==> config.mk <==
export PLATFORM = sky130hd
export DESIGN_NAME = rst_ctrl
export DESIGN_NICKNAME = d
export VERILOG_FILES = /design/src/rtl/rst_ctrl_pkg.sv /design/src/rtl/rst_tick_gen.sv /design/src/rtl/rst_coef_bank.sv /design/src/rtl/rst_hist.sv /design/src/rtl/rst_mac_seq.sv /design/src/rtl/rst_ctrl.sv
export SDC_FILE = /design/constraint.sdc
export NUM_CORES = 2
export LEC_CHECK = 0
export BUFFER_PORTS_ARGS = -buffer_cell sky130_fd_sc_hd__buf_4
export CORE_MARGIN = 4
export CORE_UTILIZATION = 50
export CTS_CLUSTER_SIZE = 40
export DETAILED_ROUTE_END_ITERATION = 10
export PLACE_DENSITY = 0.71
export SYNTH_ARGS = -nofsm -noshare
export SYNTH_HDL_FRONTEND = slang
export SYNTH_SLANG_ARGS = --single-unit
==> constraint.sdc <==
create_clock -name clk -period 11.1 [get_ports clk]
set_input_delay 1.11 -clock clk [delete_from_list [all_inputs] [get_ports clk]]
set_output_delay 1.11 -clock clk [all_outputs]
set_load 0.01 [all_outputs]
==> src/rtl/rst_ctrl_pkg.sv <==
package rst_ctrl_pkg;

  localparam int NCOEF = 8;

  typedef enum logic [2:0] {
    K_T0 = 3'd0, K_T1 = 3'd1, K_T2 = 3'd2,
    K_S0 = 3'd3, K_S1 = 3'd4, K_S2 = 3'd5,
    K_R1 = 3'd6, K_R2 = 3'd7
  } coef_idx_e;

  // Terms from index K_S0 upward enter with a minus sign.
  localparam logic [NCOEF-1:0] NEG_MASK = 8'b1111_1000;

  // Round half toward plus infinity, then drop frac bits.
  function automatic logic signed [63:0] round_q(input logic signed [63:0] a,
                                                  input int frac);
    logic signed [63:0] half;
    half = 64'sd1 <<< (frac - 1);
    return (a + half) >>> frac;
  endfunction

  // Clamp to the signed range of a dw-bit word.
  function automatic logic signed [63:0] clamp_w(input logic signed [63:0] v,
                                                  input int dw);
    logic signed [63:0] hi;
    logic signed [63:0] lo;
    hi = (64'sd1 <<< (dw - 1)) - 64'sd1;
    lo = -hi - 64'sd1;
    if (v > hi) return hi;
    if (v < lo) return lo;
    return v;
  endfunction

endpackage

==> src/rtl/rst_tick_gen.sv <==
module rst_tick_gen #(
  parameter int DIV = 250000
) (
  input  logic clk,
  input  logic rst,
  output logic tick
);
  localparam int CNTW = (DIV > 1) ? $clog2(DIV) : 1;

  logic [CNTW-1:0] cnt;

  assign tick = (cnt == CNTW'(DIV - 1));

  always_ff @(posedge clk) begin
    if (rst)       cnt <= '0;
    else if (tick) cnt <= '0;
    else           cnt <= cnt + 1'b1;
  end

  assert_tick_single_R1: assert property (@(posedge clk) disable iff (rst)
    tick |=> !tick);

endmodule

==> src/rtl/rst_coef_bank.sv <==
module rst_coef_bank #(
  parameter int CW  = 18,
  parameter int N   = 8,
  parameter int CAW = 3
) (
  input  logic                   clk,
  input  logic                   rst,
  input  logic                   we,
  input  logic [CAW-1:0]         addr,
  input  logic [CW-1:0]          wdata,
  input  logic                   commit,
  output logic [N-1:0][CW-1:0]   active
);
  logic [N-1:0][CW-1:0] shadow;

  for (genvar i = 0; i < N; i++) begin : g_entry
    always_ff @(posedge clk) begin
      if (rst)                            shadow[i] <= '0;
      else if (we && addr == CAW'(i))     shadow[i] <= wdata;
    end
    always_ff @(posedge clk) begin
      if (rst)         active[i] <= '0;
      else if (commit) active[i] <= shadow[i];
    end
  end

  assert_active_hold_R8: assert property (@(posedge clk) disable iff (rst)
    !commit |=> $stable(active));

endmodule

==> src/rtl/rst_hist.sv <==
module rst_hist #(
  parameter int W     = 16,
  parameter int DEPTH = 2
) (
  input  logic                  clk,
  input  logic                  rst,
  input  logic                  cap,
  input  logic                  adv,
  input  logic [W-1:0]          din,
  output logic [DEPTH:0][W-1:0] taps
);
  always_ff @(posedge clk) begin
    if (rst)      taps[0] <= '0;
    else if (cap) taps[0] <= din;
  end

  for (genvar i = 1; i <= DEPTH; i++) begin : g_tap
    always_ff @(posedge clk) begin
      if (rst)      taps[i] <= '0;
      else if (adv) taps[i] <= taps[i-1];
    end
  end

  assert_taps_hold_R6: assert property (@(posedge clk) disable iff (rst)
    (!cap && !adv) |=> $stable(taps));

endmodule

==> src/rtl/rst_mac_seq.sv <==
module rst_mac_seq #(
  parameter int DW = 16,
  parameter int CW = 18,
  parameter int AW = 40,
  parameter int N  = 8,
  parameter logic [N-1:0] NEG = '0
) (
  input  logic                  clk,
  input  logic                  rst,
  input  logic                  start,
  input  logic [N-1:0][CW-1:0]  coefs,
  input  logic [N-1:0][DW-1:0]  ops,
  output logic [AW-1:0]         acc,
  output logic                  busy,
  output logic                  fin
);
  localparam int SW = (N > 1) ? $clog2(N) : 1;
  localparam int PW = CW + DW;

  logic [SW-1:0]         step;
  logic signed [PW-1:0]  prod;
  logic signed [AW-1:0]  prod_x;
  logic signed [AW-1:0]  term;
  logic                  last_step;

  assign prod      = $signed(coefs[step]) * $signed(ops[step]);
  assign prod_x    = {{(AW-PW){prod[PW-1]}}, prod};
  assign term      = NEG[step] ? -prod_x : prod_x;
  assign last_step = (step == SW'(N - 1));

  always_ff @(posedge clk) begin
    if (rst) begin
      acc  <= '0;
      busy <= 1'b0;
      step <= '0;
      fin  <= 1'b0;
    end else begin
      fin <= 1'b0;
      if (start) begin
        acc  <= '0;
        busy <= 1'b1;
        step <= '0;
      end else if (busy) begin
        acc <= acc + term;
        if (last_step) begin
          busy <= 1'b0;
          fin  <= 1'b1;
          step <= '0;
        end else begin
          step <= step + 1'b1;
        end
      end
    end
  end

  assert_mac_end_R2: assert property (@(posedge clk) disable iff (rst)
    (busy && last_step && !start) |=> (fin && !busy));

  assert_fin_single_R2: assert property (@(posedge clk) disable iff (rst)
    fin |=> !fin);

endmodule

==> src/rtl/rst_ctrl.sv <==
module rst_ctrl #(
  parameter int DW   = 16,
  parameter int CW   = 18,
  parameter int FRAC = 14,
  parameter int AW   = 40,
  parameter int DIV  = 250000
) (
  input  logic          clk,
  input  logic          rst,
  input  logic [DW-1:0] uc_in,
  input  logic [DW-1:0] y_in,
  input  logic          cf_we,
  input  logic [2:0]    cf_addr,
  input  logic [CW-1:0] cf_data,
  output logic [DW-1:0] u_out,
  output logic          u_valid,
  output logic          sample_tick
);
  import rst_ctrl_pkg::*;

  localparam int NC = NCOEF;
  localparam logic signed [63:0] UMAX = (64'sd1 <<< (DW - 1)) - 64'sd1;
  localparam logic signed [63:0] UMIN = -UMAX - 64'sd1;

  logic                   tick;
  logic [NC-1:0][CW-1:0]  coef_act;
  logic [2:0][DW-1:0]     uc_t;
  logic [2:0][DW-1:0]     y_t;
  logic [1:0][DW-1:0]     u_t;
  logic [NC-1:0][DW-1:0]  ops;
  logic [AW-1:0]          acc;
  logic                   mac_busy;
  logic                   mac_fin;
  logic signed [63:0]     acc_x;
  logic signed [63:0]     rnd_v;
  logic signed [63:0]     sat_v;
  logic [DW-1:0]          u_next;
  logic                   rnd_over_hi;
  logic                   rnd_under_lo;
  logic                   valid_q;

  rst_tick_gen #(.DIV(DIV)) tick_i (
    .clk(clk), .rst(rst), .tick(tick)
  );

  rst_coef_bank #(.CW(CW), .N(NC), .CAW(3)) bank_i (
    .clk(clk), .rst(rst), .we(cf_we), .addr(cf_addr), .wdata(cf_data),
    .commit(tick), .active(coef_act)
  );

  rst_hist #(.W(DW), .DEPTH(2)) uc_hist_i (
    .clk(clk), .rst(rst), .cap(tick), .adv(mac_fin), .din(uc_in), .taps(uc_t)
  );

  rst_hist #(.W(DW), .DEPTH(2)) y_hist_i (
    .clk(clk), .rst(rst), .cap(tick), .adv(mac_fin), .din(y_in), .taps(y_t)
  );

  // u history: tap 0 is the current output, tap 1 the one before it.
  rst_hist #(.W(DW), .DEPTH(1)) u_hist_i (
    .clk(clk), .rst(rst), .cap(mac_fin), .adv(mac_fin), .din(u_next), .taps(u_t)
  );

  always_comb begin
    ops[K_T0] = uc_t[0];
    ops[K_T1] = uc_t[1];
    ops[K_T2] = uc_t[2];
    ops[K_S0] = y_t[0];
    ops[K_S1] = y_t[1];
    ops[K_S2] = y_t[2];
    ops[K_R1] = u_t[0];
    ops[K_R2] = u_t[1];
  end

  rst_mac_seq #(.DW(DW), .CW(CW), .AW(AW), .N(NC), .NEG(NEG_MASK)) mac_i (
    .clk(clk), .rst(rst), .start(tick), .coefs(coef_act), .ops(ops),
    .acc(acc), .busy(mac_busy), .fin(mac_fin)
  );

  assign acc_x        = {{(64-AW){acc[AW-1]}}, acc};
  assign rnd_v        = round_q(acc_x, FRAC);
  assign sat_v        = clamp_w(rnd_v, DW);
  assign u_next       = sat_v[DW-1:0];
  assign rnd_over_hi  = (rnd_v > UMAX);
  assign rnd_under_lo = (rnd_v < UMIN);

  always_ff @(posedge clk) begin
    if (rst) valid_q <= 1'b0;
    else     valid_q <= mac_fin;
  end

  assign u_out       = u_t[0];
  assign u_valid     = valid_q;
  assign sample_tick = tick;

  assert_valid_pulse_R2: assert property (@(posedge clk) disable iff (rst)
    u_valid |=> !u_valid);

  assert_valid_after_mac_R2: assert property (@(posedge clk) disable iff (rst)
    $rose(u_valid) |-> $past(mac_fin));

  assert_u_hold_R10: assert property (@(posedge clk) disable iff (rst)
    !mac_fin |=> $stable(u_out));

  assert_sat_hi_R5: assert property (@(posedge clk) disable iff (rst)
    (mac_fin && rnd_over_hi) |=> (u_out == UMAX[DW-1:0]));

  assert_sat_lo_R5: assert property (@(posedge clk) disable iff (rst)
    (mac_fin && rnd_under_lo) |=> (u_out == UMIN[DW-1:0]));

  assert_no_tick_in_mac_R1: assert property (@(posedge clk) disable iff (rst)
    mac_busy |-> !tick);

endmodule

==> impl_metrics.yaml <==
status:
  outcome: "completed"
cells_and_area:
  fillers: 6016
  fin_nets: 4430
  final_common_cell: "nand2_1"
  finalInstanceArea_um2: 36900
  drive_gt1_share_pct: 10.2
  layout_common_cells: "nand2_1, dfxtp_1, a21oi_1, inv_1, nor2_1"
  antenna_cells: 0
  syn_to_final_growth_pct: 9.41
pwr:
  switching_power_mw: 0.793
  vdd_ir_drop_max_mv: 0.127
  swShare_pct: 21.8
  pwr-share-clk_pct: 49.5
  p_per_area_nw_per_um2: 98.3
  power_frac_comb_pct: 2.4
  leakagePower_nw: 14.9
  seqPwrFrac_pct: 48.0
  internal_power_mw: 2.84
sta:
  clock.fmax_ghz: 0.0943
  relSlewSlack_pct: 18.0
  setup_viol: 0
  drv_slew: 0
  tightest_slew_ns: 1.23
  hold_viol: 0
  rsz0062_at_grt: "false"
  setup-tns-final_ns: 0
  skew_ns: 0.0293
  period_share_pct: 95.5
  finalCriticalPeriod_ns: 10.60
worst_setup_path:
  startpoint_type: "flip-flop"
  cp_common_cell: "fa_1"
  path_class: "reg2reg"
  rr_endpoint: "mac_i.acc[39]"
  arrival_ns: 11.14
  critPathMaxStageDelay_ns: 0.59
  reg2reg_depth: 38
  setup.worst_path.end_class: "flip-flop"
  cp_top_family: "adder cells"
  required_ns: 11.64
  crit_slowest_cell: "dfxtp_4"
  r2r-start: "mac_i.step[1]"
  path_buf_inv: 6
  worstSetupStartpoint: "mac_i.step[1]"
  crit_path_max_fanout: 36
  reg2reg_slack_ns: 0.50
global_route:
  grt_usage_pct: 24.6
  met1_usage_pct: 34.7
  grt-ovfl-total: 0
  busiest_layer: "met2"
  grt_max_degree: 204
  antenna_found_initial: 0
  met2_usage_pct: 38.2
  grt_pass1_vias: 25700
  use_met3_pct: 5.05
  grt_pass1_wl_um: 141000
synthesis:
  synthesis.area_um2: 33800
  syn-num-nets: 4446
  ys_ff_latch: 481
  netlist_instances: 3965
  syn_area_per_cell_um2: 8.51
  async_flop_share_pct: 0
  synth_flop_cell: "dfxtp_1"
  synthDistinctLibCells: 98
  ys_warn_count: 0
  synth_edf_count: 0
  yosysSeqAreaShare_pct: 28.5
clocking:
  cts_sinks: 481
  cts_tree: "done"
  clock_path_buffers: 3
  root_buffer: "clkbuf_16"
  path_clk_slew_ns: 0.07
  htreeDepth: 2
  insertion_delay_ns: 0.61
  cts_inserted_buffers: 51
routing:
  routed_via_density: 5.52
  drc: 0
  first_pass_iters: 5
  wire_per_inst_um: 18.3
  vias: 26700
  ant_nets: 0
  wl_um: 88800
  drt_iter0_markers: 2212
floorplan:
  rows: 94
  die_w_um: 268
  initial_core_util_pct: 50.9
  die_height_um: 268
  core_area_um2: 66300
  ios: 74
  die_area_um2: 71700
place:
  place_congestion: 0.989
  port_buffers: 73
  placed_area_um2: 35100
  dp_hpwl_um: 64500
min_path:
  holdPathEnd: "bank_i.active[43]"
  hold_start: "bank_i.active[43]"
  hp-class: "reg2reg"
  hold_depth: 2
flow_run:
  cap_violations: 0
Yosys cell counts (8+ instances only):
library cell / instances / area, um^2
a211oi_1: 12 / 90.1
a21o_1: 32 / 240
a21oi_1: 408 / 2040
and2_1: 14 / 87.6
and3_1: 12 / 75.1
buf_1: 37 / 139
buf_4: 20 / 150
clkbuf_1: 146 / 548
clkbuf_2: 11 / 55.1
dfxtp_1: 481 / 9630
fa_1: 291 / 5830
ha_1: 134 / 1680
inv_1: 388 / 1460
mux2_2: 25 / 282
mux2i_1: 143 / 1430
mux4_2: 68 / 1530
nand2_1: 846 / 3180
nand2b_1: 27 / 169
nand3_1: 51 / 255
nand4_1: 15 / 93.8
nor2_1: 360 / 1350
nor2b_1: 8 / 50.1
nor3_1: 36 / 180
nor4_1: 8 / 50.1
o21a_1: 8 / 60.1
o21ai_0: 60 / 300
o21ai_1: 8 / 40.0
o21bai_1: 9 / 67.6
o31ai_1: 9 / 67.6
or2_2: 21 / 131
or3_1: 16 / 100
xnor2_1: 89 / 780
xor2_1: 36 / 315
what timing repair did:
item,4_1_cts,5_1_grt
setup buffers,0,0
hold buffers,0,0
setup endpoints to repair,0,6
resized for setup,0,8
area by class of cell:
type / instances / area [um^2] / area share [%]
repair buffers: 157 / 1270 / 3.44
clock inverters: 17 / 299 / 0.810
multi-input cells: 2870 / 21700 / 58.9
flip-flops and latches: 481 / 9640 / 26.1
well taps: 864 / 1080 / 2.93
clock buffers: 69 / 1450 / 3.91
inverters: 388 / 1460 / 3.94
per-stage QoR:
step / util [%] / std cells / worst slack (ns) / hold WS (ns) / power (mW)
2_1_floorplan: - / 3965 / 0.0594 / 0.426 / 1.84
3_3_place_gp: 53.0 / 4760 / 0.544 / 0.434 / 1.87
3_5_place_dp: 53.0 / 4760 / 0.388 / 0.441 / 1.87
4_1_cts: 55.6 / 4846 / 0.357 / 0.448 / 3.66
5_1_grt: 55.7 / 4846 / 0.00865 / 0.463 / 3.74
6_report: 55.7 / 4846 / 0.501 / 0.445 / 3.63
routing by layer:
metal	share of wire (%)	vias to the layer above
met1	44	12900
met5	0	-
met2	45	862
met4	3.1	0
met3	7.8	170
li1	-	12900
state kept, by name, summed over array words and instances, names as in the netlist, named ones only:
register and count:
bank_i.active 144, bank_i.shadow 144, uc_hist_i.taps 48, y_hist_i.taps 48, mac_i.acc 40, u_hist_i.taps 32, tick_i.cnt 18, mac_i.step 3
mac_i.busy 1, mac_i.fin 1, u_valid 1
worst max-delay path by stage:
stage	depth (start not counted)	end	slack, ns
2_1_floorplan	41	mac_i.acc[39]	0.06
3_3_place_gp	34	mac_i.acc[38]	0.54
3_5_place_dp	34	mac_i.acc[38]	0.39
4_1_cts	34	mac_i.acc[34]	0.36
5_1_grt	36	mac_i.acc[39]	0.009
6_report	38	mac_i.acc[39]	0.50
worst reg2reg max path: cells and delay by family (launching register included):
kind,cells,cell delay [ns]
muxes,2,0.83
and+or+nand+nor,9,2.24
xor gates and xnor gates,1,0.15
AOI/OAI and AO/OA,12,2.46
adders and majority gates,8,3.52
DFF,1,0.59
buffers and inverters,6,0.75
power by group through the flow:
stage	clock, mW	sequential [mW]	combinational [mW]
2_1_floorplan	0	1.78	0.0544
3_3_place_gp	0	1.78	0.0875
3_5_place_dp	0	1.78	0.0880
4_1_cts	1.83	1.74	0.0880
5_1_grt	1.90	1.74	0.0965
6_report	1.80	1.74	0.0886
cell families after synthesis:
group	count (synthesis)	synth area share, %
compound gates	629	11.0
xor+xnor	125	3.24
fa+ha+maj	425	22.2
buf+inv	614	7.25
flops	481	28.5
mux	236	9.61
simple gates	1455	18.1
(Power assumes the default switching activity.)
